## config.mk

```make
export PLATFORM = sky130hd
export DESIGN_NAME = hz_interlock
export DESIGN_NICKNAME = d
export VERILOG_FILES = /design/src/rtl/hz_pkg.sv /design/src/rtl/hz_unit_track.sv /design/src/rtl/hz_src_match.sv /design/src/rtl/hz_byp_pick.sv /design/src/rtl/hz_interlock.sv
export SDC_FILE = /design/constraint.sdc
export NUM_CORES = 1
export LEC_CHECK = 0
export ABC_AREA = 1
export BUFFER_PORTS_ARGS = -buffer_cell sky130_fd_sc_hd__buf_2
export CORE_MARGIN = 2
export CORE_UTILIZATION = 41
export CTS_CLUSTER_DIAMETER = 200
export DETAILED_ROUTE_END_ITERATION = 8
export PLACE_DENSITY = 0.55
export SETUP_SLACK_MARGIN = 0.3
export SYNTH_ARGS = -nofsm -noshare
export SYNTH_HDL_FRONTEND = slang
export SYNTH_HIERARCHICAL = 1
export SYNTH_SLANG_ARGS = --single-unit
```

## constraint.sdc

```tcl
create_clock -name clk -period 3.4 [get_ports clk]
set_input_delay 0.17 -clock clk [delete_from_list [all_inputs] [get_ports clk]]
set_output_delay 0.17 -clock clk [all_outputs]
set_load 0.03 [all_outputs]
```

## src/rtl/hz_pkg.sv

```systemverilog
package hz_pkg;

  // Latency of unit u: integer units first, then the FP unit, then memory pipes.
  function automatic int unit_lat(input int u, input int n_int,
                                  input int lat_int, input int lat_fp,
                                  input int lat_mem);
    if (u < n_int)       return lat_int;
    else if (u == n_int) return lat_fp;
    else                 return lat_mem;
  endfunction

  function automatic int max_lat(input int lat_int, input int lat_fp,
                                 input int lat_mem);
    int m;
    m = lat_int;
    if (lat_fp > m)  m = lat_fp;
    if (lat_mem > m) m = lat_mem;
    return m;
  endfunction

endpackage

```

## src/rtl/hz_unit_track.sv

```systemverilog
module hz_unit_track #(
  parameter int RW      = 5,
  parameter int UW      = 3,
  parameter int LAT     = 2,
  parameter int UID     = 0,
  parameter bit SKIP_R0 = 1'b1,
  localparam int D      = LAT + 1
) (
  input  logic                  clk,
  input  logic                  rst_n,
  input  logic                  iss_go,
  input  logic [UW-1:0]         iss_unit,
  input  logic [RW-1:0]         iss_dst,
  input  logic                  iss_we,
  output logic [D-1:0]          slot_v,
  output logic [D-1:0][RW-1:0]  slot_id
);

  logic load;
  assign load = iss_go && (iss_unit == UW'(UID)) && iss_we &&
                !(SKIP_R0 && (iss_dst == '0));

  always_ff @(posedge clk or negedge rst_n) begin
    if (!rst_n) begin
      slot_v  <= '0;
      slot_id <= '0;
    end else begin
      slot_v[0]  <= load;
      slot_id[0] <= load ? iss_dst : '0;
      for (int k = 1; k < D; k++) begin
        slot_v[k]  <= slot_v[k-1];
        slot_id[k] <= slot_id[k-1];
      end
    end
  end

  // an accepted writing instruction shows up in stage 1 of its unit
  p_e1_load_r8: assert property (@(posedge clk) disable iff (!rst_n)
    (iss_go && iss_unit == UW'(UID) && iss_we && iss_dst != '0)
      |=> (slot_v[0] && slot_id[0] == $past(iss_dst)));

  // in-flight work never stalls, it moves one stage per cycle
  for (genvar k = 1; k < D; k++) begin : g_adv
    p_advance_r7: assert property (@(posedge clk) disable iff (!rst_n)
      slot_v[k-1] |=> (slot_v[k] && slot_id[k] == $past(slot_id[k-1])));
  end

endmodule

```

## src/rtl/hz_src_match.sv

```systemverilog
module hz_src_match #(
  parameter int RW  = 5,
  parameter int LAT = 2,
  localparam int D  = LAT + 1
) (
  input  logic [RW-1:0]        reg_id,
  input  logic                 use_it,
  input  logic [D-1:0]         slot_v,
  input  logic [D-1:0][RW-1:0] slot_id,
  output logic                 early_hit,
  output logic                 fin_hit,
  output logic                 wb_hit
);

  logic [D-1:0] eq;

  for (genvar k = 0; k < D; k++) begin : g_cmp
    assign eq[k] = use_it && slot_v[k] && (slot_id[k] == reg_id);
  end

  always_comb begin
    early_hit = 1'b0;
    for (int k = 0; k < LAT - 1; k++) early_hit = early_hit | eq[k];
  end

  assign fin_hit = eq[LAT-1];
  assign wb_hit  = eq[LAT];

endmodule

```

## src/rtl/hz_byp_pick.sv

```systemverilog
module hz_byp_pick #(
  parameter int NU      = 5,
  parameter int UW      = 3,
  parameter int N_INT   = 2,
  parameter int LAT_INT = 1,
  parameter int LAT_FP  = 4,
  parameter int LAT_MEM = 2
) (
  input  logic [NU-1:0] fin,
  input  logic [NU-1:0] wb,
  output logic          hit,
  output logic [UW-1:0] unit,
  output logic          from_wb
);

  // Age of a producer = cycles since it was accepted; smallest age wins.
  always_comb begin
    int best;
    int lat;
    best    = 1 << 16;
    hit     = 1'b0;
    unit    = '0;
    from_wb = 1'b0;
    for (int u = 0; u < NU; u++) begin
      lat = hz_pkg::unit_lat(u, N_INT, LAT_INT, LAT_FP, LAT_MEM);
      if (fin[u] && lat < best) begin
        best = lat; hit = 1'b1; unit = UW'(u); from_wb = 1'b0;
      end
      if (wb[u] && (lat + 1) < best) begin
        best = lat + 1; hit = 1'b1; unit = UW'(u); from_wb = 1'b1;
      end
    end
  end

endmodule

```

## src/rtl/hz_interlock.sv

```systemverilog
module hz_interlock #(
  parameter int RW      = 5,
  parameter int N_INT   = 2,
  parameter int N_MEM   = 2,
  parameter int LAT_INT = 1,
  parameter int LAT_FP  = 4,
  parameter int LAT_MEM = 2,
  parameter bit SKIP_R0 = 1'b1,
  localparam int NU     = N_INT + 1 + N_MEM,
  localparam int UW     = $clog2(NU)
) (
  input  logic          clk,
  input  logic          rst_n,
  input  logic          rr_valid,
  output logic          rr_ready,
  input  logic [UW-1:0] rr_unit,
  input  logic [RW-1:0] rr_src_a,
  input  logic          rr_use_a,
  input  logic [RW-1:0] rr_src_b,
  input  logic          rr_use_b,
  input  logic [RW-1:0] rr_dst,
  input  logic          rr_dst_we,
  output logic          byp_a_hit,
  output logic [UW-1:0] byp_a_unit,
  output logic          byp_a_wb,
  output logic          byp_b_hit,
  output logic [UW-1:0] byp_b_unit,
  output logic          byp_b_wb
);

  logic [NU-1:0] early_a, fin_a, wb_a;
  logic [NU-1:0] early_b, fin_b, wb_b;
  logic [NU-1:0] early_d, fin_d, wb_d;
  logic [NU-1:0] e1_v;
  logic          go;

  assign go = rr_valid && rr_ready;

  for (genvar u = 0; u < NU; u++) begin : g_unit
    localparam int L = hz_pkg::unit_lat(u, N_INT, LAT_INT, LAT_FP, LAT_MEM);
    logic [L:0]         sv;
    logic [L:0][RW-1:0] sid;

    hz_unit_track #(.RW(RW), .UW(UW), .LAT(L), .UID(u), .SKIP_R0(SKIP_R0)) u_trk (
      .clk(clk), .rst_n(rst_n), .iss_go(go), .iss_unit(rr_unit),
      .iss_dst(rr_dst), .iss_we(rr_dst_we), .slot_v(sv), .slot_id(sid));

    hz_src_match #(.RW(RW), .LAT(L)) u_ma (
      .reg_id(rr_src_a), .use_it(rr_use_a), .slot_v(sv), .slot_id(sid),
      .early_hit(early_a[u]), .fin_hit(fin_a[u]), .wb_hit(wb_a[u]));

    hz_src_match #(.RW(RW), .LAT(L)) u_mb (
      .reg_id(rr_src_b), .use_it(rr_use_b), .slot_v(sv), .slot_id(sid),
      .early_hit(early_b[u]), .fin_hit(fin_b[u]), .wb_hit(wb_b[u]));

    // destination vs. unfinished stages: write-after-write window
    hz_src_match #(.RW(RW), .LAT(L)) u_md (
      .reg_id(rr_dst), .use_it(rr_dst_we), .slot_v(sv), .slot_id(sid),
      .early_hit(early_d[u]), .fin_hit(fin_d[u]), .wb_hit(wb_d[u]));

    assign e1_v[u] = sv[0];
  end

  assign rr_ready = !(|early_a || |early_b || |early_d);

  hz_byp_pick #(.NU(NU), .UW(UW), .N_INT(N_INT), .LAT_INT(LAT_INT),
                .LAT_FP(LAT_FP), .LAT_MEM(LAT_MEM)) u_pick_a (
    .fin(fin_a), .wb(wb_a), .hit(byp_a_hit), .unit(byp_a_unit), .from_wb(byp_a_wb));

  hz_byp_pick #(.NU(NU), .UW(UW), .N_INT(N_INT), .LAT_INT(LAT_INT),
                .LAT_FP(LAT_FP), .LAT_MEM(LAT_MEM)) u_pick_b (
    .fin(fin_b), .wb(wb_b), .hit(byp_b_hit), .unit(byp_b_unit), .from_wb(byp_b_wb));

  // single issue, so at most one unit receives work per cycle
  p_single_e1_r8: assert property (@(posedge clk) disable iff (!rst_n)
    $onehot0(e1_v));

  // a held instruction leaves a bubble in execute
  p_bubble_r7: assert property (@(posedge clk) disable iff (!rst_n)
    (rr_valid && !rr_ready) |=> (e1_v == '0));

endmodule

```

# Word-level counts from Yosys, hierarchy flattened
# Cells that the tools add are included.
# word_totals
elab_cells,273
output_inout_bits,11
ff_bits,90
inputBits,24
# classes
muxes,77
magnitude_cmp,18
n_eq_ne,39
bitwise,6
reduce_logical,113
# op_table
operator,n
32-bit 2-to-1 mux,16
"3-bit by 32-bit < comparator with 1-bit output, first input constant",12
5-bit == test,35
"4-bit by 32-bit < comparator with 1-bit output, first input constant",4
1-bit logical AND,104
"2-bit by 32-bit < comparator with 1-bit output, first input constant",2
3-bit 2-to-1 mux,14
1-bit 2-to-1 mux,40
17-bit 2-to-1 mux,2
5-bit 2-to-1 mux,5
3-bit OR reduction,3
"3-bit by 2-bit == test with 1-bit output, second input constant",2
1-bit OR,6
5-bit logical NOT,1
"3-bit by 1-bit == test with 1-bit output, second input constant",1
"3-bit == test, second input constant",1
3-bit logical NOT,1
1-bit logical NOT,2
1-bit logical OR,2

# Logic depth before layout (Yosys ltp)
# logic_depth
depth_word,30
ltp_mapped,15
mapped_depth_nobuf,15

# By module
# The synthesis kept the hierarchy.
# modules_own_cells
module,area_per_inst_um2,seq_area_each_um2,cells_per_inst,instances
hz_src_match at g_unit[3].u_ma ...,286.5,0.0,70,6
hz_src_match at g_unit[2].u_ma ...,442.9,0.0,107,3
hz_src_match at g_unit[0].u_ma ...,211.5,0.0,51,6
hz_unit_track at g_unit[2].u_trk,842.1,750.7,51,1
hz_unit_track at g_unit[4].u_trk,541.8,450.4,39,1
hz_unit_track at g_unit[3].u_trk,538.0,450.4,37,1
hz_unit_track at g_unit[1].u_trk,391.6,300.3,33,1
hz_unit_track at g_unit[0].u_trk,390.4,300.3,34,1
hz_byp_pick,140.1,0.0,30,2
hz_interlock,70.1,0.0,18,1

# Worst setup path after synthesis
# No wires, ideal clock.
# synth_path
path_kind,register to output
startpoint,reg g_unit[0].u_trk/slot_id[1] (netlist name)
endpoint,out byp_a_unit[1]
stages_incl_launch_ff,11
slack_ns,1.637
arrival_ns,1.593
required_time_ns,3.230
n_path_buf,0
path_cell_list,dfrtp_1 inv_1 nand2_1 nand2_1 nor2_1 nand2_1 nor2_1 nor2_2 nand4_1 o21ai_2 nor2_1
# synth_between
elab_chain_cells,30
word_cells_on_any_way,35
cone_classes,9 x order compare; 1 x eq/ne; 15 x mux; 10 x reduce/logical
# synth_lines
element,line,rtl
from (decl),hz_unit_track.sv:16,output logic [D-1:0][RW-1:0] slot_id
"from (signal, indexed assignment)",hz_unit_track.sv:32,slot_id[k] <= slot_id[k-1];
5-bit == test *,hz_src_match.sv:18,assign eq[k] = use_it && slot_v[k] && (slot_id[k] == reg_id);
1-bit logical AND *,hz_src_match.sv:18,
net fin_a[0],hz_interlock.sv:31,"logic [NU-1:0] early_a, fin_a, wb_a;"
17-bit 2-to-1 mux *,hz_byp_pick.sv:26,if (fin[u] && lat < best) begin
3-bit by 32-bit < comparator with 1-bit output,hz_byp_pick.sv:29,if (wb[u] && (lat + 1) < best) begin
1-bit logical AND,hz_byp_pick.sv:29,
32-bit 2-to-1 mux *,hz_byp_pick.sv:29,
2-bit by 32-bit < comparator with 1-bit output,hz_byp_pick.sv:26,
[... 15 more ...],-,
1-bit logical AND,hz_byp_pick.sv:29,
32-bit 2-to-1 mux,hz_byp_pick.sv:29,
3-bit by 32-bit < comparator with 1-bit output,hz_byp_pick.sv:26,
1-bit logical AND,hz_byp_pick.sv:26,
32-bit 2-to-1 mux,hz_byp_pick.sv:26,
3-bit by 32-bit < comparator with 1-bit output,hz_byp_pick.sv:29,
1-bit logical AND,hz_byp_pick.sv:29,
3-bit 2-to-1 mux *,hz_byp_pick.sv:29,
to (decl),hz_interlock.sv:24,"output logic [UW-1:0] byp_a_unit,"
# Mark *: on every way through the listed nets, which the timed path passes. The rest lies on a longest branch.

# Worst setup path in the final report
# layout_path
startpoint,reg g_unit[0].u_trk/slot_id[0] (netlist name)
endpoint,out byp_b_unit[1]
# layout_between
elab_chain_cells,30
word_cells_on_any_way,35
cone_classes,9 x order compare; 1 x eq/ne; 15 x mux; 10 x reduce/logical
# layout_lines
element,line,rtl
5-bit == test *,hz_src_match.sv:18,
1-bit logical AND *,hz_src_match.sv:18,
net fin_b[0],hz_interlock.sv:32,"logic [NU-1:0] early_b, fin_b, wb_b;"
17-bit 2-to-1 mux *,hz_byp_pick.sv:26,
3-bit by 32-bit < comparator with 1-bit output,hz_byp_pick.sv:29,
1-bit logical AND,hz_byp_pick.sv:29,
32-bit 2-to-1 mux *,hz_byp_pick.sv:29,
2-bit by 32-bit < comparator with 1-bit output,hz_byp_pick.sv:26,
[... 15 more ...],-,
1-bit logical AND,hz_byp_pick.sv:29,
32-bit 2-to-1 mux,hz_byp_pick.sv:29,
3-bit by 32-bit < comparator with 1-bit output,hz_byp_pick.sv:26,
1-bit logical AND,hz_byp_pick.sv:26,
32-bit 2-to-1 mux,hz_byp_pick.sv:26,
3-bit by 32-bit < comparator with 1-bit output,hz_byp_pick.sv:29,
1-bit logical AND,hz_byp_pick.sv:29,
3-bit 2-to-1 mux *,hz_byp_pick.sv:29,
to (decl),hz_interlock.sv:27,"output logic [UW-1:0] byp_b_unit,"
# Marks and branches as above.

==> reports/results.ini <==
[worst_setup_path]
worst-endpoint-required_ns=3.23
path_class=reg -> out
reg2reg_depth=15
r2r-start=g_unit[2].u_trk/slot_id[3]$_DFF_PN0_
cp-start-kind=flip-flop
path_max_fanout=6
regToRegSetupSlack_ns=1.25
setup.worst_path.end_class=output port
r2r-end=g_unit[0].u_trk/slot_id[0]$_DFF_PN0_
critPathArrivalTime_ns=2.05

[worst_hold_path]
min_to=g_unit[3].u_trk/slot_id[4]$_DFF_PN0_
min_from=rr_unit[0]
hold_class=in -> reg
worstHoldPathCells=3

[routing]
vias_per_cell=4.473
drt_iter0_drc=394
antenna_left=0
wl_per_cell_um=13.78
drt_pass1_iterations=5
wl_mm=18.68
drc=0
vias=6065

[die]
start_util_pct=42.26
die_area_um2=16740
fp-row-count=45
pin_count=35
die-height_um=129.4
die_w_um=129.4
core-area_um2=15260

[pwr]
ir_drop_v=0.0002294
power.density_nw_per_um2=329.6
leakage_uw=0.004038

[final_layout]
design_area_um2=7164
fin_cells=1356
drive_gt1_share_pct=8.559
final_nets=1164
fillers=1681
antenna_cells=0
seq_area_um2=2252
multi_input_area_um2=3227
syn_to_final_growth_pct=11.12

[grt]
grt_pass1_vias=5626
grt_max_degree=69
grtUsageTotal_pct=24.25
antenna_found_initial=0
grt_pass1_wl_mm=30.59
grt_overflow=0

[sta]
period_share_pct=65.16
whs_ns=0.1361
slew_headroom_pct=37.47
finClkSkew_ns=0.007716
fin_crit_ns=2.215
fmax_mhz=451.4
setup_tns_ns=0
fin_ws_ns=1.185
setup_violations=0
grt_setup_unrepaired=no
tightest_slew_ns=0.9379
drv_slew=0
final_hold_viol_count=0

[placed_design]
globalplace.congestion=0.8531
post-place-ws_ns=1.073
place_area_um2=6854
numPortBuffers=34
placed_cells=1339
dp_hpwl_mm=13.02

[clock_network]
clock-sinks=90
postCtsHoldBufs=1
htreeDepth=3
cts.repair.resized=0
clkLatencyLatePin_ns=0.35
root_buffer=clkbuf_16
tritoncts=built
clk_pin_slew_ns=0.06
clock_tree.buffer_depth=2
post-cts-setup-buffer-count=0
cts_buffers=9

[logic_synthesis]
netlist_instances=1098
synth_warnings=6
synth_nets=1122
syn_area_um2=6447
syn_avg_cell_area_um2=5.872

[job]
cap_violations=0

[run_status]
status=finished, final reports clean

## state kept, by name, indices dropped and copies added, names as in the netlist
| register | flops |
|---|---|
| g_unit.u_trk/slot_v | 15 |
| g_unit.u_trk/slot_id | 75 |
## per-stage QoR
step,total power (µW),utilization (%)
6_report,2361,46.95
5_1_grt,2481,46.95
4_1_cts,2393,46.95
3_5_place_dp,1356,44.92
3_3_place_gp,1354,44.92
2_1_floorplan,1229,-
## cell type report
| type | instances | area share (%) |
|---|---|---|
| flip-flops and latches | 90 | 31.44 |
| multi-input cells | 756 | 45.04 |
| inverters | 246 | 12.89 |
| well taps | 211 | 3.685 |
| repair buffers | 37 | 2.759 |
| clock inverters | 7 | 1.048 |
| clock buffers | 9 | 3.144 |
## metal layers
layer	track usage (%)	routed length [µm]	vias to the layer above
met5	0	0	-
met4	6.010	206	0
met3	3.014	812	13
met2	40.22	8531	124
met1	33.79	9129	2703
li1	-	-	3225
## critical path, stage by stage, from the launching register on
cell     delay, ns
dfrtp_1       0.45
nand2_1       0.10
nand2_1       0.05
nor2_1        0.11
nand2_1       0.07
nor2_1        0.27
nor2_2        0.13
nand4_1       0.16
o21ai_2       0.08
nor2_1        0.08
buf_2         0.20
## power by group
group	switching, µW	internal (µW)
registers	0.515	1070
logic	191	73.0
clock network	450	577
## how the worst max path moves through the flow
stage	startpoint	cells after the start	to
finish	g_unit[0].u_trk/slot_id[0]$_DFF_PN0_	10	byp_b_unit[1]
global route	g_unit[2].u_trk/slot_id[1]$_DFF_PN0_	15	g_unit[4].u_trk/slot_id[2]$_DFF_PN0_
CTS	g_unit[3].u_trk/slot_id[6]$_DFF_PN0_	11	byp_a_unit[1]
detailed placement	rr_src_b[4]	16	g_unit[0].u_trk/slot_id[1]$_DFF_PN0_
global placement	rr_src_b[4]	16	g_unit[0].u_trk/slot_id[1]$_DFF_PN0_
floorplan	g_unit[0].u_trk/slot_id[3]$_DFF_PN0_	9	byp_a_unit[1]
## cells in the final DEF (no fill, tap or decap)
master and instances:
nand3b_1 2, inv_1 230, nand2_1 446, dfrtp_1 90
nor3_1 1, clkbuf_16 9, a21oi_1 2, inv_6 3
buf_4 3, o21ai_1 4, o21a_1 2, clkinv_4 1
clkinv_2 2, nand3_2 4, o21ai_2 2, inv_2 16
o21ai_0 5, nand2_2 6, nand3_1 31, buf_2 33
xor2_1 4, or2_1 2, o211ai_1 10, o22ai_1 2
nor3_2 2, nor2_2 16, xnor2_1 28, conb_1 6
nor2_1 177, dlygate4sd3_1 1, bufinv_16 1, nand4_1 4
No activity file was read; power rests on OpenSTA's default activity.
